--- config.mk ---
export PLATFORM = sky130hd
export DESIGN_NAME = ack_poller
export DESIGN_NICKNAME = d
export VERILOG_FILES = /design/src/rtl/ack_poller.sv
export SDC_FILE = /design/constraint.sdc
export NUM_CORES = 1
export LEC_CHECK = 0
export BUFFER_PORTS_ARGS = -buffer_cell sky130_fd_sc_hd__buf_2
export CORE_MARGIN = 4
export CORE_UTILIZATION = 33
export DETAILED_ROUTE_END_ITERATION = 8
export GPL_ROUTABILITY_DRIVEN = 0
export SLEW_MARGIN = 20
export SYNTH_ARGS = -nofsm -noshare
export SYNTH_HDL_FRONTEND = slang
export SYNTH_SLANG_ARGS = --single-unit
export TNS_END_PERCENT = 10
--- constraint.sdc ---
create_clock -name clk -period 2 [get_ports clk]
set_input_delay 0.1 -clock clk [delete_from_list [all_inputs] [get_ports clk]]
set_output_delay 0.1 -clock clk [all_outputs]
set_load 0.01 [all_outputs]
--- src/rtl/ack_poller.sv ---
module ack_poller #(
  parameter int ADDR_BYTES = 2,
  parameter int MAX_TRIES  = 8,
  parameter int GAP_CYCLES = 4
) (
  input  logic                             clk,
  input  logic                             rst_n,
  input  logic                             start,
  input  logic [1:0]                       op_sel,
  input  logic [6:0]                       dev_sel,
  input  logic [8*ADDR_BYTES-1:0]          mem_addr,
  input  logic [7:0]                       wr_byte,
  output logic                             busy,
  output logic                             done,
  output logic                             timeout_err,
  output logic                             nack_err,
  output logic [$clog2(MAX_TRIES+1)-1:0]   tries,
  output logic                             eng_req,
  output logic [1:0]                       eng_cmd,
  output logic [7:0]                       eng_data,
  input  logic                             eng_done,
  input  logic                             eng_nack
);
  localparam int ADDR_W = 8 * ADDR_BYTES;
  localparam int TRY_W  = $clog2(MAX_TRIES + 1);
  localparam int GW     = (GAP_CYCLES > 1) ? $clog2(GAP_CYCLES) : 1;
  localparam int AW     = (ADDR_BYTES > 1) ? $clog2(ADDR_BYTES) : 1;
  localparam logic [TRY_W-1:0] LAST_TRY = TRY_W'(MAX_TRIES - 1);
  localparam logic [GW-1:0]    GAP_LOAD = GW'(GAP_CYCLES - 1);
  localparam logic [AW-1:0]    LAST_AB  = AW'(ADDR_BYTES - 1);

  localparam logic [1:0] CMD_START = 2'd0;
  localparam logic [1:0] CMD_BYTE  = 2'd1;
  localparam logic [1:0] CMD_STOP  = 2'd2;
  localparam logic [1:0] OP_WR     = 2'd0;
  localparam logic [1:0] OP_RD     = 2'd1;

  typedef enum logic [3:0] {
    S_IDLE, S_PSTART, S_PSEL, S_GAP, S_ADDR, S_WDATA, S_RSTART, S_RSEL, S_STOP, S_FIN
  } state_t;

  state_t              state;
  logic [1:0]          op_q;
  logic [6:0]          dev_q;
  logic [ADDR_W-1:0]   addr_q;
  logic [7:0]          data_q;
  logic [AW-1:0]       acnt;
  logic [GW-1:0]       gcnt;
  logic [TRY_W-1:0]    tries_q;
  logic                to_q, nk_q;

  wire mem_op = (op_q == OP_WR) || (op_q == OP_RD);

  assign busy        = (state != S_IDLE);
  assign done        = (state == S_FIN);
  assign tries       = tries_q;
  assign timeout_err = to_q;
  assign nack_err    = nk_q;
  assign eng_req     = (state != S_IDLE) && (state != S_GAP) && (state != S_FIN);

  always_comb begin
    eng_cmd  = CMD_BYTE;
    eng_data = 8'h00;
    case (state)
      S_PSTART, S_RSTART: eng_cmd = CMD_START;
      S_STOP:             eng_cmd = CMD_STOP;
      S_PSEL:             eng_data = {dev_q, 1'b0};
      S_ADDR:             eng_data = addr_q[ADDR_W-1 -: 8];
      S_WDATA:            eng_data = data_q;
      S_RSEL:             eng_data = {dev_q, 1'b1};
      default:            ;
    endcase
  end

  always_ff @(posedge clk) begin
    if (!rst_n) begin
      state   <= S_IDLE;
      op_q    <= '0;
      dev_q   <= '0;
      addr_q  <= '0;
      data_q  <= '0;
      acnt    <= '0;
      gcnt    <= '0;
      tries_q <= '0;
      to_q    <= 1'b0;
      nk_q    <= 1'b0;
    end else begin
      case (state)
        S_IDLE:
          if (start) begin
            op_q    <= op_sel;
            dev_q   <= dev_sel;
            addr_q  <= mem_addr;
            data_q  <= wr_byte;
            tries_q <= '0;
            to_q    <= 1'b0;
            nk_q    <= 1'b0;
            state   <= S_PSTART;
          end
        S_PSTART:
          if (eng_done) state <= S_PSEL;
        S_PSEL:
          if (eng_done) begin
            tries_q <= tries_q + 1'b1;
            if (!eng_nack) begin
              acnt  <= '0;
              state <= mem_op ? S_ADDR : S_STOP;
            end else if (tries_q == LAST_TRY) begin
              to_q  <= 1'b1;
              state <= S_STOP;
            end else begin
              gcnt  <= GAP_LOAD;
              state <= S_GAP;
            end
          end
        S_GAP:
          if (gcnt == '0) state <= S_PSTART;
          else            gcnt  <= gcnt - 1'b1;
        S_ADDR:
          if (eng_done) begin
            if (eng_nack) begin
              nk_q  <= 1'b1;
              state <= S_STOP;
            end else begin
              addr_q <= addr_q << 8;
              if (acnt == LAST_AB) state <= (op_q == OP_WR) ? S_WDATA : S_RSTART;
              else                 acnt  <= acnt + 1'b1;
            end
          end
        S_WDATA, S_RSEL:
          if (eng_done) begin
            if (eng_nack) begin
              nk_q  <= 1'b1;
              state <= S_STOP;
            end else begin
              state <= S_FIN;
            end
          end
        S_RSTART:
          if (eng_done) state <= S_RSEL;
        S_STOP:
          if (eng_done) state <= S_FIN;
        S_FIN:
          state <= S_IDLE;
        default:
          state <= S_IDLE;
      endcase
    end
  end
endmodule


After elaboration in Yosys (flattened, before gate mapping)
Cells that the tools add are included.
- flip-flop bits (word level): 46
- input bits: 38
- logic and storage cells: 110
- add/sub/neg operators: 3
- equal/unequal tests: 30
- muxes and demuxes: 44
- reduce and logical (&&, ||, !) cells: 23
- operator list (kind ; number):
    $mux W4 ; 15
    $mux W16 ; 3
    $pmux W16 S2 ; 1
    $pmux W4 S8 ; 1
    $pmux W8 S4 ; 1
    $ne A2 B2 Y1 const B ; 14
    $eq A4 B3 Y1 const B ; 5
    $reduce_and A5 Y1 ; 3
    $mux W1 ; 12
    $mux W2 ; 5
    $reduce_bool A2 Y1 ; 5
    $reduce_and A9 Y1 ; 1
    $eq A4 B2 Y1 const B ; 2
    $eq A4 B4 Y1 const B ; 2
    $pmux W2 S2 ; 2
    $pmux W4 S2 ; 1
    $reduce_and A4 Y1 ; 2
    $pmux W1 S2 ; 3
    $add A4 B1 Y4 const B ; 1
    $eq A4 B1 Y1 const B ; 1
    $logic_not A2 Y1 ; 2
    $logic_not A4 Y1 ; 1
    $ne A2 B1 Y1 const B ; 2
    $ne A4 B2 Y1 const B ; 1
    12 further kinds ; 14

Logic depth before layout (Yosys ltp)
Gate-level depths: netlist of run 1.
- depth after elaboration: 6
- depth in mapped cells: 8
- gate-level depth less buffers: 7

Worst setup path after synthesis of run 1
OpenSTA, ideal clock, no wires.
- path kind: flip-flop to flip-flop
- start: register state[1]
- end: register state[0]
- setup time: 73 ps
- arrival time: 1464 ps
- data required time: 1927 ps
- slack: 464 ps
- stages on the path, launching flop included: 7
- path buffers: 1
- path through: dfxtp_1 -> buf_6 -> or4b_4 -> nor2_4 -> a211oi_2 -> and4bb_4 -> nor3b_2
- cells in the longest elaborated chain, start to end: 4
- elaborated cells between the ends (all ways): 21
- those cells by class: eq/ne (17); mux (1); reduce/logical (3)
- ends and longest elaborated chain (item ; line ; source):
    start: declaration ; 42 ; state_t state;
    start signal: assignment ; 107 ; state <= mem_op ? S_ADDR : S_STOP;
    start signal: assignment ; 126 ; if (acnt == LAST_AB) state <= (op_q == OP_WR) ? S_WDATA : S_RSTART;
    $eq A4 B3 Y1 ; 88 ; case (state)
    $reduce_or A2 Y1 ; 88 ;
    $ne A2 B2 Y1 (no line) ; -- ;
    $reduce_and A9 Y1 (no line) ; -- ;
Parallel ways exist; a longest one is shown, timed or not.
A chain may end at the register's enable or synchronous reset.

Worst setup path after layout of run 1
- start: register state[2]
- end: output port eng_data[4]
- cells in the longest elaborated chain, start to end: 2
- elaborated cells between the ends (all ways): 5
- those cells by class: eq/ne (4); mux (1)
- ends and longest elaborated chain (item ; line ; source):
    $eq A4 B3 Y1 or $eq A4 B2 Y1 (tied branches) ; 64 ; case (state)
    $pmux W8 S4 (*) ; 64 ;
    end: declaration ; 20 ; output logic [7:0] eng_data,
Mark *: on every way between the ends. The rest lies on a longest branch, timed or not.

==> tab_implementation.tex, run 1 <==
\begin{tabular}{lr}
\hline
Metric & Value \\
\hline
\multicolumn{2}{l}{\textbf{Route}} \\
Remaining antenna violation count & 0 \\
Via density & 4.88 \\
Drt drc & 0 \\
Number of DRC markers in iteration 0 & 162 \\
Routed wire length & 6.04 mm \\
Via Count & 2,214 \\
Initial DRT Pass Iterations & 4 \\
Wire per inst & 13.3 um \\
\multicolumn{2}{l}{\textbf{Clocking}} \\
CTS sink cnt & 46 \\
Inserted Clock Buffers & 5 \\
TritonCTS clock tree & built \\
Number of resized instances in the post-cts repair step & 3 \\
Clock-pin transition on the worst setup and hold timing paths & 0.09 ns \\
Deepest clock path buffer count & 2 \\
Number of buffers added to fix hold violations after cts & 0 \\
Clock Latency Late Sink & 0.30 ns \\
Library cell used as clock root buffer & clkbuf\_8 \\
Buffer count from post-CTS setup fixing & 0 \\
H-tree levels & 2 \\
\multicolumn{2}{l}{\textbf{Global routing}} \\
Leftover overflow at the end of global routing & 0 \\
Maximum number of pins on one net before global-route repair & 29 \\
Global-route wire length before repair & 10.2 mm \\
Vias in the first global route & 2,209 \\
Initial antenna violation count & 0 \\
Aggregate global-route resource usage & 14.3\% \\
\multicolumn{2}{l}{\textbf{Die}} \\
Area of the die & 8720 um2 \\
Die Width & 93.4 um \\
Std-Cell Core Area & 6940 um2 \\
Initial cell density of the core & 34.6\% \\
Die outline height & 93.4 um \\
Number of core rows & 30 \\
I/O pin count & 57 \\
\multicolumn{2}{l}{\textbf{Setup path}} \\
Cell at the slowest stage of the critical path & dfxtp\_1 \\
List of cells traversed by the critical path & buf\_4 -> and3\_1 -> buf\_4 -> nand2\_1 -> nand2\_1 -> buf\_2 \\
Number of buffer and inverter stages on the critical path & 3 \\
Number of cells on the worst reg-to-reg path & 6 \\
Top cell family by delay on the critical path & buffers and inverters \\
Worst reg-to-reg setup slack & 0.22 ns \\
Max incr delay on CP & 0.53 ns \\
Start of the worst register-to-register path & state[2] \\
Element type at the critical path end & output port \\
Data arrival at the endpoint of the critical path & 1.74 ns \\
CP max FO & 17 \\
Worst endpoint required time & 1.90 ns \\
Critical Setup Path Class & register to output port \\
Startpoint Class & register \\
Endpoint of the lowest-slack register-to-register path & state[0] \\
\multicolumn{2}{l}{\textbf{Finish}} \\
Number of fill cells & 733 \\
Share of cells above drive strength 1 & 24.6\% \\
Fin nets & 397 \\
Synth-to-layout area growth & 19.7\% \\
Diodes inserted & 0 \\
\multicolumn{2}{l}{\textbf{Synthesis}} \\
Post-synth EDFFs & 0 \\
Flip-flop cell with the highest count after synthesis & dfxtp\_1 \\
Post-synthesis cell count & 307 \\
Ranking of synthesized cells by area & dfxtp\_1 38\%, nand2\_1 13\%, a21boi\_1 5.6\%, nand3\_1 4.2\%, o211a\_1 3.3\% \\
Post-synth top area share & 38.3\% \\
Syn Nets & 347 \\
Fraction of the yosys area taken by sequential cells & 38.3\% \\
Synthesis Warnings & 0 \\
Share of flip-flops with an asynchronous set or reset after synthesis & 0\% \\
FF+latch count, synth & 46 \\
Unique masters post-synth & 47 \\
Syn Area/Cell & 7.83 um2 \\
Cell area after synthesis & 2400 um2 \\
Cell type with the largest total area after synthesis & dfxtp\_1 \\
\multicolumn{2}{l}{\textbf{Timing}} \\
Setup tns final & 0 ns \\
Actual slew at the worst max-slew pin & 0.458 ns \\
Normalized max-slew margin & 69.4\% \\
Count of final max-slew check failures & 0 \\
Setup repair after global routing missed its margin & false \\
Fin crit period & 1.84 ns \\
Share of the cycle needed by the critical path after routing & 92.0\% \\
Max frequency & 544 MHz \\
Final setup violation count & 0 \\
Hold violation count in the final report & 0 \\
Clock Skews & 0.00477 ns \\
\multicolumn{2}{l}{\textbf{Worst hold path}} \\
Worst hold stages & 3 \\
Worst min-delay path startpoint & wr\_byte[2] \\
Worst hold path endpoint & data\_q[2] \\
Path type of the worst min-delay path & input pin to register \\
\multicolumn{2}{l}{\textbf{Power}} \\
Leakage power figure & 1.32 nW \\
Post-layout power & 0.00330 W \\
Ratio of total power to cell area & 1150 nW/um2 \\
Worst IR drop on VDD & 0.000312 V \\
\multicolumn{2}{l}{\textbf{Run}} \\
Number of maximum-capacitance violations & 0 \\
\multicolumn{2}{l}{\textbf{Placed design}} \\
Hpwl dp & 4.45 mm \\
Port Buffers & 56 \\
\multicolumn{2}{l}{\textbf{Run status}} \\
Status & completed \\
\hline
\end{tabular}
worst register-to-register path: cells and delay by family, from the launching register on:
family	cells	cell delay (ns)
AO/OA/AOI/OAI	2	0.39
AND/OR/NAND/NOR	3	0.67
buffers and inverters	1	0.23
flip-flops	1	0.42
final cells by class:
type	count	area [um2]	area share, %
inverters	5	18.8	0.652
repair buffers	67	363	12.6
flip-flops and latches	46	923	32.1
clock inverters	1	8.76	0.304
clock buffers	7	86.3	3.00
well taps	96	120	4.17
multi-input cells	232	1360	47.2
power by group:
group | internal (W) | switching, W | total (W)
clock network | 0.000286 | 0.000328 | 0.000614
logic | 0.000597 | 0.000820 | 0.00142
registers | 0.00111 | 0.000162 | 0.00127
total | 0.00199 | 0.00131 | 0.00330
sequential cells by signal (all words and copies together) (netlist names):
signal,count
addr_q,16
data_q,8
dev_q,7
state,4
tries,4
gcnt,2
op_q,2
acnt,1
nack_err,1
timeout_err,1
cell usage after synthesis (2+ instances only):
cell type  instances
ha_1               2
nand2_1           82
nor2b_1            6
a21boi_0           8
or3_1              2
o211a_1            8
buf_2             10
inv_1              5
xor2_1             3
o211ai_1           3
and3_1             7
mux2i_1            3
buf_4              3
nor2_1            20
nor3b_2            2
nand2b_1           2
clkbuf_1           9
nand3_1           20
nand4_1            2
nor3_1             4
a21boi_1          18
o21ai_0            2
a21oi_1            9
a22oi_1            9
dfxtp_1           46
worst max-delay path by stage:
| stage | start | endpoint | slack [ns] | depth (start not counted) |
|---|---|---|---|---|
| after floorplan | state[1] | state[0] | 0.46 | 6 |
| after CTS | state[0] | eng_data[1] | 0.03 | 5 |
| after global placement | state[0] | state[0] | 0.14 | 6 |
| after global routing | state[2] | eng_data[4] | 0.05 | 6 |
| after detailed placement | state[1] | eng_data[1] | 0.12 | 5 |
| final | state[2] | eng_data[4] | 0.16 | 6 |
cell usage in the layout (no fill, tap or decap), types with 2 or more instances in the layout:
cell type,Yosys,final
nand3_1,20,20
nor3b_2,2,2
ha_1,2,2
dfxtp_2,0,2
a21boi_1,18,18
a21oi_1,9,9
clkbuf_8,0,6
inv_1,5,5
nor2b_1,6,5
dfxtp_1,46,44
or3_1,2,2
nand4_1,2,2
o21ai_0,2,2
a22oi_1,9,9
a21boi_0,8,8
mux2i_1,3,3
o211a_1,8,8
and3_1,7,7
buf_4,3,11
nand2_1,82,82
nor3_1,4,3
xor2_1,3,3
nor2_1,20,19
nand2b_1,2,2
o211ai_1,3,3
buf_2,10,56
logic make-up (layout without fill, tap and decap cells):
family / Yosys count / in the layout / share of synthesized area, %
xor+xnor: 3 / 3 / 1.09
mux: 3 / 3 / 1.25
simple gates: 158 / 158 / 31.9
fa+ha+maj: 2 / 2 / 1.04
compound gates: 66 / 66 / 20.6
flops: 46 / 46 / 38.3
buf+inv: 29 / 80 / 5.83
per-layer routing:
layer	GRT usage, %	part of all wire, %
met5	0	0
met4	4.40	1.2
met3	2.98	4.8
met2	23.9	46
met1	18.4	48
stage by stage:
step | util [%] | setup slack (ns) | instance area, um2 | hold WS, ns | instances
after CTS | 41.4 | 0.0337 | 2870 | 0.0192 | 454
after global routing | 41.5 | 0.0455 | 2880 | 0.0422 | 454
final | 41.5 | 0.161 | 2880 | 0.0249 | 454
after detailed placement | 39.8 | 0.117 | 2770 | 0.347 | 446
after floorplan | - | 0.464 | 2400 | 0.235 | 307
after global placement | 39.8 | 0.143 | 2770 | 0.350 | 446
Note: power is estimated with default switching activity, not from simulation.
==> run 2: changes to the inputs <==
CTS_BUF_LIST = sky130_fd_sc_hd__clkbuf_8   (was not set)
==> run 2 against run 1 <==
Routed wire length hardly changed. Largest power group unchanged. Utilization stayed put. Power hardly changed.
==> tab_implementation.tex, run 2 (synthesis results as in run 1) <==
\begin{tabular}{lr}
\hline
Metric & Value \\
\hline
\multicolumn{2}{l}{\textbf{Timing}} \\
Setup tns final & 0 ns (unchanged) \\
Normalized max-slew margin & 69.4\% (unchanged) \\
Share of the cycle needed by the critical path after routing & 92.0\% (about the same) \\
Max frequency & 544 MHz (about the same) \\
Setup repair after global routing missed its margin & false \\
Hold violation count in the final report & 0 (unchanged) \\
Fin crit period & 1.84 ns (+0.0000250 ns) \\
Clock Skews & 0.00477 ns (unchanged) \\
Count of final max-slew check failures & 0 (unchanged) \\
Final setup violation count & 0 (unchanged) \\
Actual slew at the worst max-slew pin & 0.458 ns (unchanged) \\
\multicolumn{2}{l}{\textbf{Route}} \\
Via Count & 2,216 (+0.090\%) \\
Drt drc & 0 (unchanged) \\
Initial DRT Pass Iterations & 4 (unchanged) \\
Wire per inst & 13.3 um (about the same) \\
Via density & 4.88 (about the same) \\
Routed wire length & 6.04 mm (about the same) \\
Number of DRC markers in iteration 0 & 162 (unchanged) \\
Remaining antenna violation count & 0 (unchanged) \\
\multicolumn{2}{l}{\textbf{Placed design}} \\
Cell Area, Placed & 2770 um2 (unchanged) \\
Port Buffers & 56 (unchanged) \\
Hpwl dp & 4.45 mm (unchanged) \\
\multicolumn{2}{l}{\textbf{Setup path}} \\
Max incr delay on CP & 0.53 ns (about the same) \\
Top cell family by delay on the critical path & buffers and inverters \\
Endpoint of the lowest-slack register-to-register path & state[0] \\
Element type at the critical path end & output port \\
Depth of the critical timing path with buffers and inverters included & 6 (unchanged) \\
Number of buffer and inverter stages on the critical path & 3 (unchanged) \\
Data arrival at the endpoint of the critical path & 1.74 ns (about the same) \\
Number of cells on the worst reg-to-reg path & 6 (unchanged) \\
Startpoint Class & register \\
Start of the worst register-to-register path & state[2] \\
CP max FO & 17 (unchanged) \\
Worst reg-to-reg setup slack & 0.22 ns (about the same) \\
Critical Setup Path Class & register to output port \\
List of cells traversed by the critical path & buf\_4 -> and3\_1 -> buf\_4 -> nand2\_1 -> nand2\_1 -> buf\_2 \\
Crit path from & state[2] \\
Cell at the slowest stage of the critical path & dfxtp\_1 \\
Worst endpoint required time & 1.90 ns (about the same) \\
\multicolumn{2}{l}{\textbf{Worst hold path}} \\
Worst hold stages & 3 (unchanged) \\
Path type of the worst min-delay path & input pin to register \\
Worst min-delay path startpoint & wr\_byte[2] \\
Worst hold path endpoint & data\_q[2] \\
\multicolumn{2}{l}{\textbf{Clocking}} \\
Library cell used as clock root buffer & clkbuf\_8 \\
Number of buffers added to fix hold violations after cts & 0 (unchanged) \\
Inserted Clock Buffers & 5 (unchanged) \\
CTS sink cnt & 46 (unchanged) \\
Clock Latency Late Sink & 0.30 ns (about the same) \\
Buffer count from post-CTS setup fixing & 0 (unchanged) \\
Deepest clock path buffer count & 2 (unchanged) \\
Clock-pin transition on the worst setup and hold timing paths & 0.09 ns (about the same) \\
TritonCTS clock tree & built \\
H-tree levels & 2 (unchanged) \\
\multicolumn{2}{l}{\textbf{Finish}} \\
Share of the core filled with cells & 41.5\% (unchanged) \\
Fin nets & 397 (unchanged) \\
Most common library cell in the layout ignoring fill and taps & nand2\_1 \\
Largest register FFs & 16 (unchanged) \\
Synth-to-layout area growth & 19.7\% (unchanged) \\
Share of cells above drive strength 1 & 24.6\% (unchanged) \\
Diodes inserted & 0 (unchanged) \\
Top reg by flops & addr\_q \\
Leading cell types in the layout, fill and taps excluded & 82 x nand2\_1, 56 x buf\_2, 44 x dfxtp\_1 \\
Largest registers & addr\_q x16, data\_q x8, dev\_q x7 \\
Number of fill cells & 733 (unchanged) \\
Non-Filler Cell Area, Final & 2880 um2 (unchanged) \\
\multicolumn{2}{l}{\textbf{Power}} \\
Leakage power figure & 1.33 nW (+0.31\%) \\
Worst IR drop on VDD & 0.000312 V (about the same) \\
Ratio of total power to cell area & 1150 nW/um2 (about the same) \\
\multicolumn{2}{l}{\textbf{Run status}} \\
Status & completed \\
\multicolumn{2}{l}{\textbf{Die}} \\
Std-Cell Core Area & 6940 um2 (unchanged) \\
Number of core rows & 30 (unchanged) \\
Area of the die & 8720 um2 (unchanged) \\
Initial cell density of the core & 34.6\% (unchanged) \\
Die outline height & 93.4 um (unchanged) \\
Die Width & 93.4 um (unchanged) \\
I/O pin count & 57 (unchanged) \\
\multicolumn{2}{l}{\textbf{Global routing}} \\
Maximum number of pins on one net before global-route repair & 29 (unchanged) \\
Global-route wire length before repair & 10.2 mm (unchanged) \\
Aggregate global-route resource usage & 14.3\% (unchanged) \\
Initial antenna violation count & 0 (unchanged) \\
Leftover overflow at the end of global routing & 0 (unchanged) \\
Vias in the first global route & 2,209 (unchanged) \\
\multicolumn{2}{l}{\textbf{Run}} \\
Number of maximum-capacitance violations & 0 (unchanged) \\
\hline
\end{tabular}
==> run 2: cell types whose count changed in the layout (fill, tap and decap cells not counted) <==
cell	previous run	this run
inv_1	5	6
clkbuf_1	1	0
==> run 2: tightest hold or removal path, delay by kind of cell <==
| family | cells | cell delay [ns] |
|---|---|---|
| AND/OR/NAND/NOR | 1 | 0.04 |
| AO/OA/AOI/OAI | 1 | 0.05 |
| buffers and inverters | 1 | 0.09 |
==> run 2: worst max-delay path by stage <==
| stage | to |
|---|---|
| after floorplan | state[0] |
| after global placement | state[0] |
| after detailed placement | eng_data[1] |
| after CTS | eng_data[1] |
| after global routing | eng_data[4] |
| final | eng_data[4] |
==> run 2: cell type report <==
type	instances	area, um2	share of cell area (%)
multi-input combinational	232	1360	47.2
inverter	5	18.8	0.652
clock buffer	6	82.6	2.87
sequential	46	923	32.1
tap	96	120	4.17
clock inverter	2	12.5	0.435
timing repair buffer	67	363	12.6
==> run 2: stage by stage <==
stage               cells  worst slack, ns  power [W]  hold slack, ns
floorplan             307            0.464    0.00232           0.235
detailed placement    446            0.117    0.00269           0.347
global route          454           0.0455    0.00356          0.0417
finish                454            0.161    0.00330          0.0241
global placement      446            0.143    0.00267           0.350
CTS                   454           0.0337    0.00332          0.0188
==> run 2: per-layer routing <==
metal / global-route usage, % / up-vias / routed length [um]
met5: 0 / - / 0
met4: 4.40 / 0 / 75
met3: 2.98 / 6 / 290
met2: 23.9 / 49 / 2770
met1: 18.4 / 1004 / 2910
li1: - / 1157 / -
==> run 2: what timing repair did <==
| item | 4_1_cts | 5_1_grt |
|---|---|---|
| pin swaps | 0 | 0 |
| endpoints found under the hold margin | 0 | 0 |
| endpoints found under the setup margin | 7 | 7 |
| resized for setup | 3 | 3 |
==> run 2: power breakdown <==
part	internal, W	total (W)	switching (W)	leakage, nW
clock	0.000281	0.000610	0.000329	0.0530
combinational	0.000597	0.00142	0.000821	0.899
sequential	0.00111	0.00127	0.000162	0.377
==> run 3: changes to the inputs <==
SETUP_SLACK_MARGIN = 0.3   (was not set)
==> run 3 against run 2 <==
Utilization up 1.2 points. Register-to-register slack better by 0.09 ns. Worst hold slack better by 0.00080 ns. Clock power about the same. Combinational power up 11%. Largest cell class unchanged. Global-route usage up 0.15 points. Via count up 1.4%.
==> tab_implementation.tex, run 3 (synthesis results as in run 1) <==
\begin{tabular}{lr}
\hline
Metric & Value \\
\hline
\multicolumn{2}{l}{\textbf{Power}} \\
Internal power of the cells & 0.00208 W (+4.7\%) \\
Switching share of power & 39.8\% (+0.057 points) \\
Sequential fraction of design power & 36.9\% (-1.6 points) \\
Worst IR drop on VDD & 0.000315 V (+0.93\%) \\
Fraction of power consumed by the clock network & 17.6\% (-0.9 points) \\
Switching power & 0.00138 W (+5.0\%) \\
Share of power burned in combinational logic & 45.5\% (+2.5 points) \\
Post-layout power & 0.00346 W (+4.8\%) \\
Ratio of total power to cell area & 1170 nW/um2 (+2.0\%) \\
Leakage power figure & 1.36 nW (+2.1\%) \\
\multicolumn{2}{l}{\textbf{Global routing}} \\
Leftover overflow at the end of global routing & 0 (unchanged) \\
Vias in the first global route & 2,200 (-0.41\%) \\
Initial antenna violation count & 0 (unchanged) \\
Global-route wire length before repair & 10.3 mm (+0.88\%) \\
Aggregate global-route resource usage & 14.4\% (+0.15 points) \\
Maximum number of pins on one net before global-route repair & 29 (unchanged) \\
\multicolumn{2}{l}{\textbf{Finish}} \\
Number of fill cells & 719 (-1.9\%) \\
Most common library cell in the layout ignoring fill and taps & nand2\_1 \\
Synth-to-layout area growth & 23.0\% \\
Largest registers & addr\_q x16, data\_q x8, dev\_q x7 \\
Fin nets & 400 (+0.76\%) \\
Non-Filler Instances & 457 (+0.66\%) \\
Top reg by flops & addr\_q \\
Leading cell types in the layout, fill and taps excluded & 82 x nand2\_1, 56 x buf\_2, 42 x dfxtp\_1 \\
Share of cells above drive strength 1 & 26.6\% (+2.0 points) \\
Diodes inserted & 0 (unchanged) \\
Largest register FFs & 16 (unchanged) \\
\multicolumn{2}{l}{\textbf{Setup path}} \\
List of cells traversed by the critical path & clkbuf\_2 -> or3\_1 -> o21ai\_1 -> a211oi\_4 -> and4bb\_4 -> nor3b\_2 \\
Top cell family by delay on the critical path & simple AND/OR/NAND/NOR gates \\
Worst reg-to-reg setup slack & 0.31 ns (+0.09 ns) \\
Number of cells on the worst reg-to-reg path & 6 (unchanged) \\
Critical Setup Path Class & register to register \\
Depth of the critical timing path with buffers and inverters included & 6 (unchanged) \\
Crit path to & state[0] \\
Startpoint Class & register \\
Cell at the slowest stage of the critical path & or3\_1 \\
Worst endpoint required time & 2.23 ns (+0.33 ns) \\
Max incr delay on CP & 0.40 ns (-0.13 ns) \\
Data arrival at the endpoint of the critical path & 1.92 ns (+0.18 ns) \\
Number of buffer and inverter stages on the critical path & 1 (-2) \\
Endpoint of the lowest-slack register-to-register path & state[0] \\
Crit path from & state[1] \\
Start of the worst register-to-register path & state[1] \\
Element type at the critical path end & register \\
CP max FO & 6 (-11) \\
\multicolumn{2}{l}{\textbf{Timing}} \\
Max frequency & 591 MHz (+8.7\%) \\
Crit path setup slack, layout & 0.307 ns (+0.147 ns) \\
Count of final max-slew check failures & 0 (unchanged) \\
Share of the cycle needed by the critical path after routing & 84.6\% (-7.3 points) \\
Setup repair after global routing missed its margin & true \\
Actual slew at the worst max-slew pin & 0.433 ns (-0.0252 ns) \\
Clock Skews & 0.00433 ns (-0.000434 ns) \\
Fin crit period & 1.69 ns (-0.147 ns) \\
Hold violation count in the final report & 0 (unchanged) \\
Setup tns final & 0 ns (unchanged) \\
Normalized max-slew margin & 71.2\% (+1.7 points) \\
Final setup violation count & 0 (unchanged) \\
\multicolumn{2}{l}{\textbf{Run status}} \\
Status & completed \\
\multicolumn{2}{l}{\textbf{Die}} \\
Area of the die & 8720 um2 (unchanged) \\
Number of core rows & 30 (unchanged) \\
Initial cell density of the core & 34.6\% (unchanged) \\
I/O pin count & 57 (unchanged) \\
Die outline height & 93.4 um (unchanged) \\
Std-Cell Core Area & 6940 um2 (unchanged) \\
Die Width & 93.4 um (unchanged) \\
\multicolumn{2}{l}{\textbf{Clocking}} \\
TritonCTS clock tree & built \\
CTS sink cnt & 46 (unchanged) \\
Clock-pin transition on the worst setup and hold timing paths & 0.09 ns (about the same) \\
Inserted Clock Buffers & 5 (unchanged) \\
Clock Latency Late Sink & 0.30 ns (about the same) \\
Deepest clock path buffer count & 2 (unchanged) \\
H-tree levels & 2 (unchanged) \\
Library cell used as clock root buffer & clkbuf\_8 \\
\multicolumn{2}{l}{\textbf{Placed design}} \\
Port Buffers & 56 (unchanged) \\
Instance count after placement with tap cells included & 446 (unchanged) \\
Worst Setup Slack post-DPL & 0.117 ns (unchanged) \\
Hpwl dp & 4.45 mm (unchanged) \\
\multicolumn{2}{l}{\textbf{Route}} \\
Via density & 4.92 (+0.78\%) \\
Drt drc & 0 (unchanged) \\
Remaining antenna violation count & 0 (unchanged) \\
Number of DRC markers in iteration 0 & 132 (-19\%) \\
Wire per inst & 13.6 um (+2.4\%) \\
Initial DRT Pass Iterations & 4 (unchanged) \\
Routed wire length & 6.23 mm (+3.1\%) \\
Via Count & 2,248 (+1.4\%) \\
\multicolumn{2}{l}{\textbf{Run}} \\
Number of maximum-capacitance violations & 0 (unchanged) \\
\multicolumn{2}{l}{\textbf{Worst hold path}} \\
Path type of the worst min-delay path & input pin to register \\
\hline
\end{tabular}
run 3: cell type report:
class	count	area [um2]	share of cell area [%]
Sequential cell	46	933	31.5
Multi-Input combinational cell	232	1400	47.2
Inverter	5	18.8	0.634
Clock inverter	2	12.5	0.423
Clock buffer	6	82.6	2.79
Timing Repair Buffer	70	394	13.3
Tap cell	96	120	4.06
run 3: power by group through the flow:
stage / clock network (W) / registers [W] / logic [W]
CTS: 0.000630 / 0.00129 / 0.00149
global placement: 0 / 0.00128 / 0.00139
finish: 0.000610 / 0.00128 / 0.00157
floorplan: 0 / 0.00120 / 0.00112
global route: 0.000659 / 0.00130 / 0.00175
detailed placement: 0 / 0.00128 / 0.00141
run 3: per-stage QoR:
step	utilization (%)	instance area [um2]	hold slack (ns)
2_1_floorplan	-	2400	0.235
3_3_place_gp	39.8	2770	0.350
3_5_place_dp	39.8	2770	0.347
4_1_cts	42.1	2920	0.0188
5_1_grt	42.6	2960	0.0389
6_report	42.6	2960	0.0249
run 3: repair_timing:
action                     4_1_cts  5_1_grt
gates resized for setup         18        5
setup buffers                    1        2
setup endpoints to repair       48       16
pin swaps                        1        0
hold buffers                     0        0
run 3: worst min-delay path by stage:
stage          depth (start not counted)         to  startpoint  slack, ns
2_1_floorplan                          2  data_q[1]  wr_byte[1]       0.23
3_3_place_gp                           3  data_q[6]  wr_byte[6]       0.35
3_5_place_dp                           3  data_q[2]  wr_byte[2]       0.35
4_1_cts                                3  data_q[2]  wr_byte[2]       0.02
5_1_grt                                3   dev_q[4]  dev_sel[4]       0.04
6_report                               3  data_q[2]  wr_byte[2]       0.02
run 3: tightest hold or removal path: cells and delay by family:
kind | cells | cell delay [ns]
simple gates | 1 | 0.04
buf+inv | 1 | 0.09
compound gates | 1 | 0.05
run 3: metal layers:
metal  global-route usage [%]  up-vias  share of wire [%]  routed length [um]
met2                     24.1       62                 45                2820
li1                         -     1161                  -                   -
met1                     18.5     1013                 47                2960
met4                     4.64        0                2.0                 125
met5                        0        -                  0                   0
met3                     3.06       12                5.2                 323
